==> src/rtl/wdg_pkg.sv <==
package wdg_pkg;
    localparam int CTRL_W = 8;
    localparam int CNT_W  = CTRL_W - 1;
    typedef logic [CTRL_W-1:0] ctrl_t;
    typedef logic [CNT_W-1:0]  cnt_t;
endpackage

==> src/rtl/wdg_prescaler.sv <==
module wdg_prescaler #(
    parameter int DIV = 12288
) (
    input  logic clk,
    input  logic rst_n,
    input  logic clear,
    output logic tick
);
    localparam int PW = (DIV > 1) ? $clog2(DIV) : 1;
    localparam logic [PW-1:0] LAST = PW'(DIV - 1);

    typedef struct packed {
        logic [PW-1:0] count;
    } pre_s;

    pre_s st_d, st_q;

    always_comb begin
        st_d = st_q;
        tick = 1'b0;
        if (clear) begin
            st_d.count = '0;
        end else if (st_q.count == LAST) begin
            st_d.count = '0;
            tick       = 1'b1;
        end else begin
            st_d.count = st_q.count + 1'b1;
        end
    end

    always_ff @(posedge clk or negedge rst_n) begin
        if (!rst_n) st_q <= '0;
        else        st_q <= st_d;
    end


    prescale_clear_chk: assert property (@(posedge clk) disable iff (!rst_n)
        clear |=> (st_q.count == '0));
endmodule

==> src/rtl/wdg_ctrl_counter.sv <==
module wdg_ctrl_counter
    import wdg_pkg::*;
(
    input  logic  clk,
    input  logic  rst_n,
    input  logic  tick,
    input  logic  wr_en,
    input  ctrl_t wr_data,
    input  logic  hw_mode,
    output logic  en_eff,
    output cnt_t  count,
    output logic  expire
);
    localparam int   T6  = CNT_W - 1;
    localparam cnt_t THR = cnt_t'(1) << T6;

    typedef struct packed {
        logic en;
        cnt_t cnt;
    } ctl_s;

    ctl_s st_d, st_q;

    assign en_eff = st_q.en | hw_mode;
    assign count  = st_q.cnt;

    always_comb begin
        st_d   = st_q;
        expire = 1'b0;
        if (wr_en) begin
            st_d.en  = st_q.en | wr_data[CTRL_W-1];
            st_d.cnt = wr_data[CNT_W-1:0];
            expire   = (en_eff | wr_data[CTRL_W-1]) & ~wr_data[T6];
        end else if (tick) begin
            st_d.cnt = st_q.cnt - 1'b1;
            expire   = en_eff & (st_q.cnt == THR);
        end
    end

    always_ff @(posedge clk or negedge rst_n) begin
        if (!rst_n) begin
            st_q.en  <= 1'b0;
            st_q.cnt <= '1;
        end else begin
            st_q <= st_d;
        end
    end


    enable_sticky_chk: assert property (@(posedge clk) disable iff (!rst_n)
        st_q.en |=> st_q.en);

    write_load_chk: assert property (@(posedge clk) disable iff (!rst_n)
        wr_en |=> (st_q.cnt == $past(wr_data[CNT_W-1:0])));
endmodule

==> src/rtl/wdg_pulse_gen.sv <==
module wdg_pulse_gen #(
    parameter int WIDTH = 4
) (
    input  logic clk,
    input  logic rst_n,
    input  logic fire,
    output logic pulse_n
);
    localparam int CW = $clog2(WIDTH + 1);
    localparam logic [CW-1:0] LOAD = CW'(WIDTH);

    typedef struct packed {
        logic [CW-1:0] left;
    } pg_s;

    pg_s st_d, st_q;

    always_comb begin
        st_d = st_q;
        if (fire)                 st_d.left = LOAD;
        else if (st_q.left != '0) st_d.left = st_q.left - 1'b1;
    end

    always_ff @(posedge clk or negedge rst_n) begin
        if (!rst_n) st_q <= '0;
        else        st_q <= st_d;
    end

    assign pulse_n = (st_q.left == '0);


    fire_drives_low_chk: assert property (@(posedge clk) disable iff (!rst_n)
        fire |=> !pulse_n);

    pulse_ends_chk: assert property (@(posedge clk) disable iff (!rst_n)
        (!fire && st_q.left == CW'(1)) |=> pulse_n);
endmodule

==> src/rtl/wdg_reset_timer.sv <==
module wdg_reset_timer
    import wdg_pkg::*;
#(
    parameter int PRESCALE     = 12288,
    parameter int PULSE_CYCLES = 4
) (
    input  logic        clk,
    input  logic        rst_n,
    input  logic        wr_en,
    input  logic [7:0]  wr_data,
    output logic [7:0]  rd_data,
    input  logic        hw_wdg_en,
    input  logic        halt_rst_en,
    input  logic        halt_exec,
    output logic        rst_out_n
);
    logic tick, en_eff, expire, fire;
    cnt_t count;

    wdg_prescaler #(.DIV(PRESCALE)) u_pre (
        .clk(clk), .rst_n(rst_n), .clear(wr_en), .tick(tick)
    );

    wdg_ctrl_counter u_ctl (
        .clk(clk), .rst_n(rst_n), .tick(tick), .wr_en(wr_en),
        .wr_data(wr_data), .hw_mode(hw_wdg_en),
        .en_eff(en_eff), .count(count), .expire(expire)
    );

    assign fire = expire | (halt_exec & halt_rst_en);

    wdg_pulse_gen #(.WIDTH(PULSE_CYCLES)) u_pulse (
        .clk(clk), .rst_n(rst_n), .fire(fire), .pulse_n(rst_out_n)
    );

    assign rd_data = {en_eff, count};


    disabled_quiet_chk: assert property (@(posedge clk) disable iff (!rst_n)
        (!en_eff && rst_out_n && !(wr_en && wr_data[7]) && !(halt_exec && halt_rst_en))
        |=> rst_out_n);

    halt_ignored_chk: assert property (@(posedge clk) disable iff (!rst_n)
        (rst_out_n && !halt_rst_en && !en_eff && !wr_en) |=> rst_out_n);
endmodule

==> config.mk <==
export PLATFORM = sky130hd
export DESIGN_NAME = wdg_reset_timer
export DESIGN_NICKNAME = d
export VERILOG_FILES = /design/src/rtl/wdg_pkg.sv /design/src/rtl/wdg_prescaler.sv /design/src/rtl/wdg_ctrl_counter.sv /design/src/rtl/wdg_pulse_gen.sv /design/src/rtl/wdg_reset_timer.sv
export SDC_FILE = /design/constraint.sdc
export NUM_CORES = 1
export LEC_CHECK = 0
export BUFFER_PORTS_ARGS = -buffer_cell sky130_fd_sc_hd__buf_2
export CORE_ASPECT_RATIO = 1.5
export CORE_UTILIZATION = 59
export DETAILED_ROUTE_END_ITERATION = 8
export GPL_TIMING_DRIVEN = 0
export PLACE_DENSITY_LB_ADDON = 0.1
export SLEW_MARGIN = 30
export SYNTH_ARGS = -nofsm -noshare
export SYNTH_HDL_FRONTEND = slang
export SYNTH_SLANG_ARGS = --single-unit
==> constraint.sdc <==
create_clock -name clk -period 4.05 [get_ports clk]
set_input_delay 0 -clock clk [delete_from_list [all_inputs] [get_ports clk]]
set_output_delay 0 -clock clk [all_outputs]
set_load 0.01 [all_outputs]
==> impl_metrics.env, run 1 <==
export IMPL_syn_nets=167
export IMPL_fin_worst_skew_ps=6.09
export IMPL_ir_drop_v=0.000250
export IMPL_end_kind="flop"
export IMPL_crit_family="simple AND/OR/NAND/NOR gates"
export IMPL_post_route_period_util=0.558
export IMPL_yosys_warnings=0
export IMPL_min_path_cells=3
export IMPL_n_antenna_cell=0
export IMPL_synth_seq_cells=25
export IMPL_cts_buffers=3
export IMPL_avgViaCountPerCell=5.43
export IMPL_die_h_um=61.9
export IMPL_wl_met1_mm=1.04
export IMPL_hp_class="input port to flop"
export IMPL_crit_fanout=10
export IMPL_power_density_nw_per_um2=323
export IMPL_switching_share=0.282
export IMPL_grt_pass1_wl_mm=4.41
export IMPL_met2_wirelength_mm=1.53
export IMPL_grt_max_degree=26
export IMPL_fillers=183
export IMPL_slew_violations=0
export IMPL_max_slew_margin=0.399
export IMPL_gp_congestion=0.804
export IMPL_port_buffers=22
export IMPL_cts_root_buf="clkbuf_4"
export IMPL_finalHoldViolCount=0
export IMPL_tightest_slew_ps=893
export IMPL_firstDrtPassIters=4
export IMPL_syn_to_final_growth_pct=18.1
export IMPL_highest_layer="met4"
export IMPL_fmax_ghz=0.443
export IMPL_slowest_delay_ps=810
export IMPL_cp_cell_sequence="ha_1 -> nand2_1 -> nor4_1 -> or2_2 -> buf_2 -> nor2_1"
export IMPL_ys_seq_area_frac=0.450
export IMPL_critPathKind="flop to flop"
export IMPL_post_cts_buffers=0
export IMPL_num_io_pins=23
export IMPL_ys_types=39
export IMPL_rows=21
export IMPL_setup_viol=0
export IMPL_grt_overflow_total=0
export IMPL_regToRegSetupSlack_ps=1790
export IMPL_cts_buffer_depth=2
export IMPL_final_cells=207
export IMPL_htree_num_levels=1
export IMPL_routed_wl_mm=2.69
export IMPL_rsz0062_at_grt="false"
export IMPL_cts_tree="yes"
export IMPL_drtIter0Drc=25
export IMPL_die_x_um=41.9
export IMPL_nets=203
export IMPL_hold_start="wr_data[6]"
export IMPL_reg2reg_to="u_pre.st_q[5]"
export IMPL_cpMaxStageDelayCell="nor4_1"
export IMPL_place_inst=194
export IMPL_syn_area_um2=1410
export IMPL_p_leak_nw=0.718
export IMPL_start_util=0.631
export IMPL_crit_buf_inv=1
export IMPL_critPathRequiredTime_ps=4250
export IMPL_power_internal_uw=386
export IMPL_drtAntennaViolNets=0
export IMPL_hpwl_mm=1.98
export IMPL_fin_util=0.746
export IMPL_r2r_start="u_pre.st_q[0]"
export IMPL_synth_area_per_cell_um2=9.46
export IMPL_seqPwrFrac=0.548
export IMPL_final_cell_mix="25 x nor2_1, 24 x buf_2, 18 x dfrtp_1, 11 x xnor2_1"
export IMPL_drive_gt1_frac=0.283
export IMPL_drc=0
export IMPL_num_vias=1123
export IMPL_min_to="u_ctl.count[6]"
export IMPL_cp_start_kind="flop"
export IMPL_cts_sinks=25
export IMPL_worstSkewPairLatency_ps=310
export IMPL_coreArea_um2=2230
export IMPL_synth_cells=149
export IMPL_routed_wl_met3_um=52
export IMPL_tns_ps=0
export IMPL_p_switching_uw=152
export IMPL_r2r_cells=6
export IMPL_period_needed_ps=2260
export IMPL_antenna_found_initial=0
export IMPL_layout_commonest_cell="nor2_1"
export IMPL_critPathArrivalTime_ps=2460
export IMPL_p_comb_frac=0.255
export IMPL_clk_pin_slew_ps=130
export IMPL_wl_per_cell_um=13.0
export IMPL_maxCapViolations=0
export IMPL_grt_usage=0.230
export IMPL_status="finished clean"
export IMPL_die_area_um2=2590
export IMPL_grt_pass1_vias=1066
export IMPL_clockPowerShare=0.197
==> worst min-delay path: stages <==
cell and delay, ps:
buf_2 90, nand2b_1 150, o31a_1 110
==> logic make-up after synthesis <==
kind of cell             Yosys count  synth area share
AND/OR/NAND/NOR                   67             0.247
flip-flops                        25             0.450
buffers and inverters             22            0.0870
AO/OA/AOI/OAI                     16            0.0870
XOR/XNOR                          14            0.0870
adder cells (fa/ha/maj)            4            0.0355
multiplexers                       1           0.00710
==> power by group through the flow <==
stage          clock network (mW)  logic, mW  registers [mW]
2_1_floorplan                   0     0.0955           0.295
3_3_place_gp                    0      0.124           0.297
3_5_place_dp                    0      0.133           0.300
4_1_cts                     0.112      0.141           0.295
5_1_grt                     0.120      0.159           0.299
6_report                    0.106      0.137           0.295
==> sequential cells by signal, summed over array words and instances, names as in the netlist <==
| register | count |
|---|---|
| u_ctl.st_q | 1 |
| u_pre.st_q | 14 |
| u_ctl.count | 7 |
| u_pulse.st_q | 3 |
==> stage by stage <==
step	power [mW]	hold WS (ps)	setup slack, ps	instance area, µm²
finish	0.538	36.8	1790	1670
global route	0.578	55.0	1620	1670
CTS	0.549	31.0	1790	1670
detailed placement	0.433	15.8	1810	1550
global placement	0.421	8.84	1810	1550
floorplan	0.390	-296	2000	1410
==> synthesized netlist by cell type (all sizes together) <==
cell	instances	area, µm²
ha	4	50.1
o41a	1	11.3
dfstp	7	184
a2bb2oi	1	8.76
xnor2	11	96.3
nand4	2	27.5
nand3b	2	15.0
nor2	25	93.8
clkinv	1	3.75
nor3	5	25.0
a21o	1	7.51
clkbuf	1	3.75
nand2	9	33.8
nand4b	1	8.76
or4	2	18.8
dfrtp	18	450
nand3	7	35.0
a21oi	1	5.00
nor4	5	31.3
or3b	1	8.76
o31ai	2	15.0
inv	9	33.8
a31oi	4	25.0
and2	1	6.26
a21bo	1	10.0
or2	4	25.0
xor2	3	26.3
a31o	1	8.76
nor2b	2	12.5
buf	11	81.3
mux2i	1	10.0
o21ai	1	5.00
o311ai	1	8.76
nand2b	1	6.26
o31a	2	17.5
==> routing by layer <==
layer	vias up	GRT usage
met5	-	0
met4	0	0.129
met3	6	0.0173
met2	18	0.475
met1	530	0.224
li1	569	-
==> worst max-delay path by stage <==
stage / startpoint / to / slack [ps] / cells past startpoint
after floorplan: u_pre.st_q[0] / u_ctl.count[4] / 2000 / 6
after global placement: u_pre.st_q[0] / u_pre.st_q[3] / 1810 / 6
after detailed placement: u_pre.st_q[0] / u_pulse.st_q[1] / 1810 / 6
after CTS: u_pre.st_q[0] / u_pulse.st_q[1] / 1790 / 6
after global routing: u_pre.st_q[0] / u_pre.st_q[11] / 1620 / 6
final: u_pre.st_q[0] / u_pre.st_q[5] / 1790 / 6
==> timing repair <==
action                                  4_1_cts  5_1_grt
hold buffers                                  9        0
endpoints found under the setup margin        0        0
endpoints found under the hold margin        27        0
gates resized for setup                       0        0
==> cell type report <==
type	instances	area, µm²	area share
inverters	10	37.5	0.0225
multi-input cells	102	653	0.392
clock buffers	4	26.3	0.0158
flip-flops and latches	25	634	0.381
plain buffers	12	85.1	0.0511
repair buffers	31	200	0.120
well taps	23	28.8	0.0173
No activity file was read; power rests on OpenSTA's default activity.
==> run 2, diff against run 1 <==
- ABC_AREA: not set -> 1
- CORE_UTILIZATION: 59 -> 50
- clock period: 4.05 -> 1.9 ns (I/O delays scaled with it)
==> run 2 against run 1 <==
Against the previous run:
- sequential share of layout area decreased by 1.2 points
- critical path depth up 2
- wire length grew 9.0%
- first-iteration DRC count is 44% lower
- flip-flop and latch count stayed put
- power increased by 150%
- utilization fell by 15 points
- cell count up 29%
- combinational power grew to 2.7 times the previous value
- hold slack lost 28 ps
- critical path type unchanged
- largest cell class unchanged
==> impl_metrics.env, run 2 <==
export IMPL_final_cell_mix="50 x nand2_1, 33 x nor2_1, 26 x inv_1, 22 x buf_2, 18 x dfrtp_1"
export IMPL_syn_area_um2=1510
export IMPL_hp_class="input port to flop"
export IMPL_port_buffers=22
export IMPL_htree_num_levels=1
export IMPL_grt_usage=0.212
export IMPL_yosys_warnings=0
export IMPL_gp_congestion=0.871
export IMPL_drive_gt1_frac=0.216
export IMPL_coreArea_um2=2880
export IMPL_ys_types=27
export IMPL_grt_pass1_wl_mm=5.15
export IMPL_rows=24
export IMPL_post_cts_resized=0
export IMPL_yosys_top_cells_count="50 x nand2_1, 33 x nor2_1, 26 x inv_1"
export IMPL_synth_area_per_cell_um2=7.53
export IMPL_drtIter0Drc=14
export IMPL_layout_commonest_cell="nand2_1"
export IMPL_slowest_delay_ps=370
export IMPL_start_util=0.522
export IMPL_highest_layer="met4"
export IMPL_antenna_found_initial=0
export IMPL_slew_violations=0
export IMPL_ys_flop_type="dfrtp_1"
export IMPL_ys_top_cells_by_area="dfrtp_1 30%, nand2_1 12%, dfstp_2 12%, nor2_1 8.2%, inv_1 6.5%"
export IMPL_cts_tree="yes"
export IMPL_p_comb_frac=0.281
export IMPL_drc=0
export IMPL_async_reset_ff_frac=1.00
export IMPL_p_switching_uw=407
export IMPL_cp_cell_sequence="ha_1 -> nand2_1 -> nor2_4 -> nand2_4 -> nor2_1 -> nand3_1 -> nand2_1 -> nor2_1"
export IMPL_wl_per_cell_um=11.0
export IMPL_synth_top_area_cell="dfrtp_1"
export IMPL_period_needed_ps=1560
export IMPL_yosys_cell_count_top_type="nand2_1"
export IMPL_nets=246
export IMPL_die_area_um2=3240
export IMPL_num_io_pins=23
export IMPL_finalHoldViolCount=0
export IMPL_die_x_um=46.8
export IMPL_grt_pass1_vias=1248
export IMPL_stdcell_area_um2=1720
export IMPL_syn_to_final_growth_pct=14.2
export IMPL_cts_sinks=25
export IMPL_switching_share=0.307
export IMPL_clockPowerShare=0.233
export IMPL_die_h_um=69.2
export IMPL_power_internal_uw=920
export IMPL_top_register="u_pre.st_q"
export IMPL_status="finished clean"
export IMPL_fin_worst_skew_ps=2.79
export IMPL_maxCapViolations=0
export IMPL_n_antenna_cell=0
export IMPL_synth_seq_cells=25
export IMPL_met2_wirelength_mm=1.55
export IMPL_placed_cell_area_um2=1660
export IMPL_clk_pin_slew_ps=80
export IMPL_tns_ps=0
export IMPL_synth_top_cell_area_share=0.299
export IMPL_largest_reg_flops=14
export IMPL_rsz0062_at_grt="false"
export IMPL_firstDrtPassIters=4
export IMPL_num_vias=1270
export IMPL_post_route_period_util=0.819
export IMPL_wl_met1_mm=1.28
export IMPL_worstSkewPairLatency_ps=260
export IMPL_fillers=278
export IMPL_critPathRequiredTime_ps=2060
export IMPL_crit_fanout=4
export IMPL_fin_util=0.596
export IMPL_synth_cells=200
export IMPL_cp_start_kind="flop"
export IMPL_cts_root_buf="clkbuf_8"
export IMPL_tightest_slew_ps=575
export IMPL_cpMaxStageDelayCell="dfrtp_1"
export IMPL_fmax_ghz=0.642
export IMPL_ir_drop_v=0.000450
export IMPL_setup_viol=0
export IMPL_grt_overflow_total=0
export IMPL_ys_seq_area_frac=0.421
export IMPL_avgViaCountPerCell=4.77
export IMPL_p_leak_nw=0.890
export IMPL_holdWs_ps=9.07
export IMPL_end_kind="flop"
export IMPL_cts_buffer_depth=2
export IMPL_syn_nets=218
export IMPL_critPathArrivalTime_ps=1710
export IMPL_cts_buffers=3
export IMPL_power_density_nw_per_um2=772
export IMPL_seqPwrFrac=0.486
export IMPL_routed_wl_mm=2.93
export IMPL_drtAntennaViolNets=0
export IMPL_grt_max_degree=26
export IMPL_routed_wl_met3_um=87
export IMPL_max_slew_margin=0.617
export IMPL_critPathKind="flop to flop"
export IMPL_synth_edf_count=0
export IMPL_hpwl_mm=2.22
-- run 2: cell count changes after synthesis, moves of 5 or more --
cell     previous run  this run
inv_1               9        26
o21ai_0             1        12
nor4_1              5         0
nor2_1             25        33
nand3_1             7        14
xnor2_1            11         1
nand2_1             9        50
-- run 2: power by group through the flow --
stage,logic [mW],clock network (mW),registers [mW]
6_report,0.373,0.309,0.644
5_1_grt,0.443,0.340,0.655
4_1_cts,0.379,0.323,0.645
3_5_place_dp,0.374,0,0.655
3_3_place_gp,0.359,0,0.651
2_1_floorplan,0.276,0,0.644
-- run 2: layer usage --
metal | global-route usage | vias up
met5 | 0 | -
met4 | 0.0476 | 0
met3 | 0.0234 | 2
met2 | 0.383 | 21
met1 | 0.254 | 580
li1 | - | 667
-- run 2: final timing paths --
kind	startpoint	end	slack, ps	cells past startpoint
worst max-delay path	u_pre.st_q[0]	u_pulse.st_q[0]	340	8
min in group asynchronous	rst_n	u_pre.st_q[2]	260	2
worst max register to register	u_pre.st_q[0]	u_pulse.st_q[0]	340	8
worst min register to register	u_pre.st_q[0]	u_pre.st_q[0]	460	1
max in group asynchronous	rst_n	u_ctl.count[6]	1260	2
worst min-delay path	wr_data[7]	u_ctl.st_q[7]	9	3
-- run 2: per-stage QoR --
stage,std cells,setup slack [ps],total power [mW]
3_5_place_dp,261,349,1.03
5_1_grt,266,172,1.44
3_3_place_gp,261,374,1.01
6_report,266,343,1.33
4_1_cts,266,330,1.35
2_1_floorplan,200,507,0.920
-- run 2: kinds of logic (layout without fill, tap and decap cells) --
| kind of cell | count (synthesis) | count (layout) | synth area share |
|---|---|---|---|
| and+or+nand+nor | 109 | 109 | 0.320 |
| buffers and inverters | 37 | 64 | 0.117 |
| DFF | 25 | 25 | 0.421 |
| AOI/OAI and AO/OA | 20 | 20 | 0.0790 |
| xor gates and xnor gates | 5 | 5 | 0.0291 |
| adders and majority gates | 4 | 4 | 0.0333 |
-- run 2: layout make-up --
class / instances / area [µm²] / share of cell area
Clock buffer: 4 / 45.0 / 0.0262
Multi-Input combinational cell: 138 / 694 / 0.404
Inverter: 27 / 101 / 0.0590
Buffer: 10 / 75.1 / 0.0437
Sequential cell: 25 / 634 / 0.369
Tap cell: 39 / 48.8 / 0.0284
Timing Repair Buffer: 23 / 120 / 0.0699
-- run 2: what timing repair did --
item / CTS / global route
setup buffers: 0 / 0
endpoints found under the hold margin: 18 / 0
hold buffers: 1 / 0
-- run 2: worst max-delay path: cells and delay by family, from the launching register on --
| family | cells | cell delay [ps] |
|---|---|---|
| and+or+nand+nor | 7 | 910 |
| adders and majority gates | 1 | 170 |
| DFF | 1 | 370 |
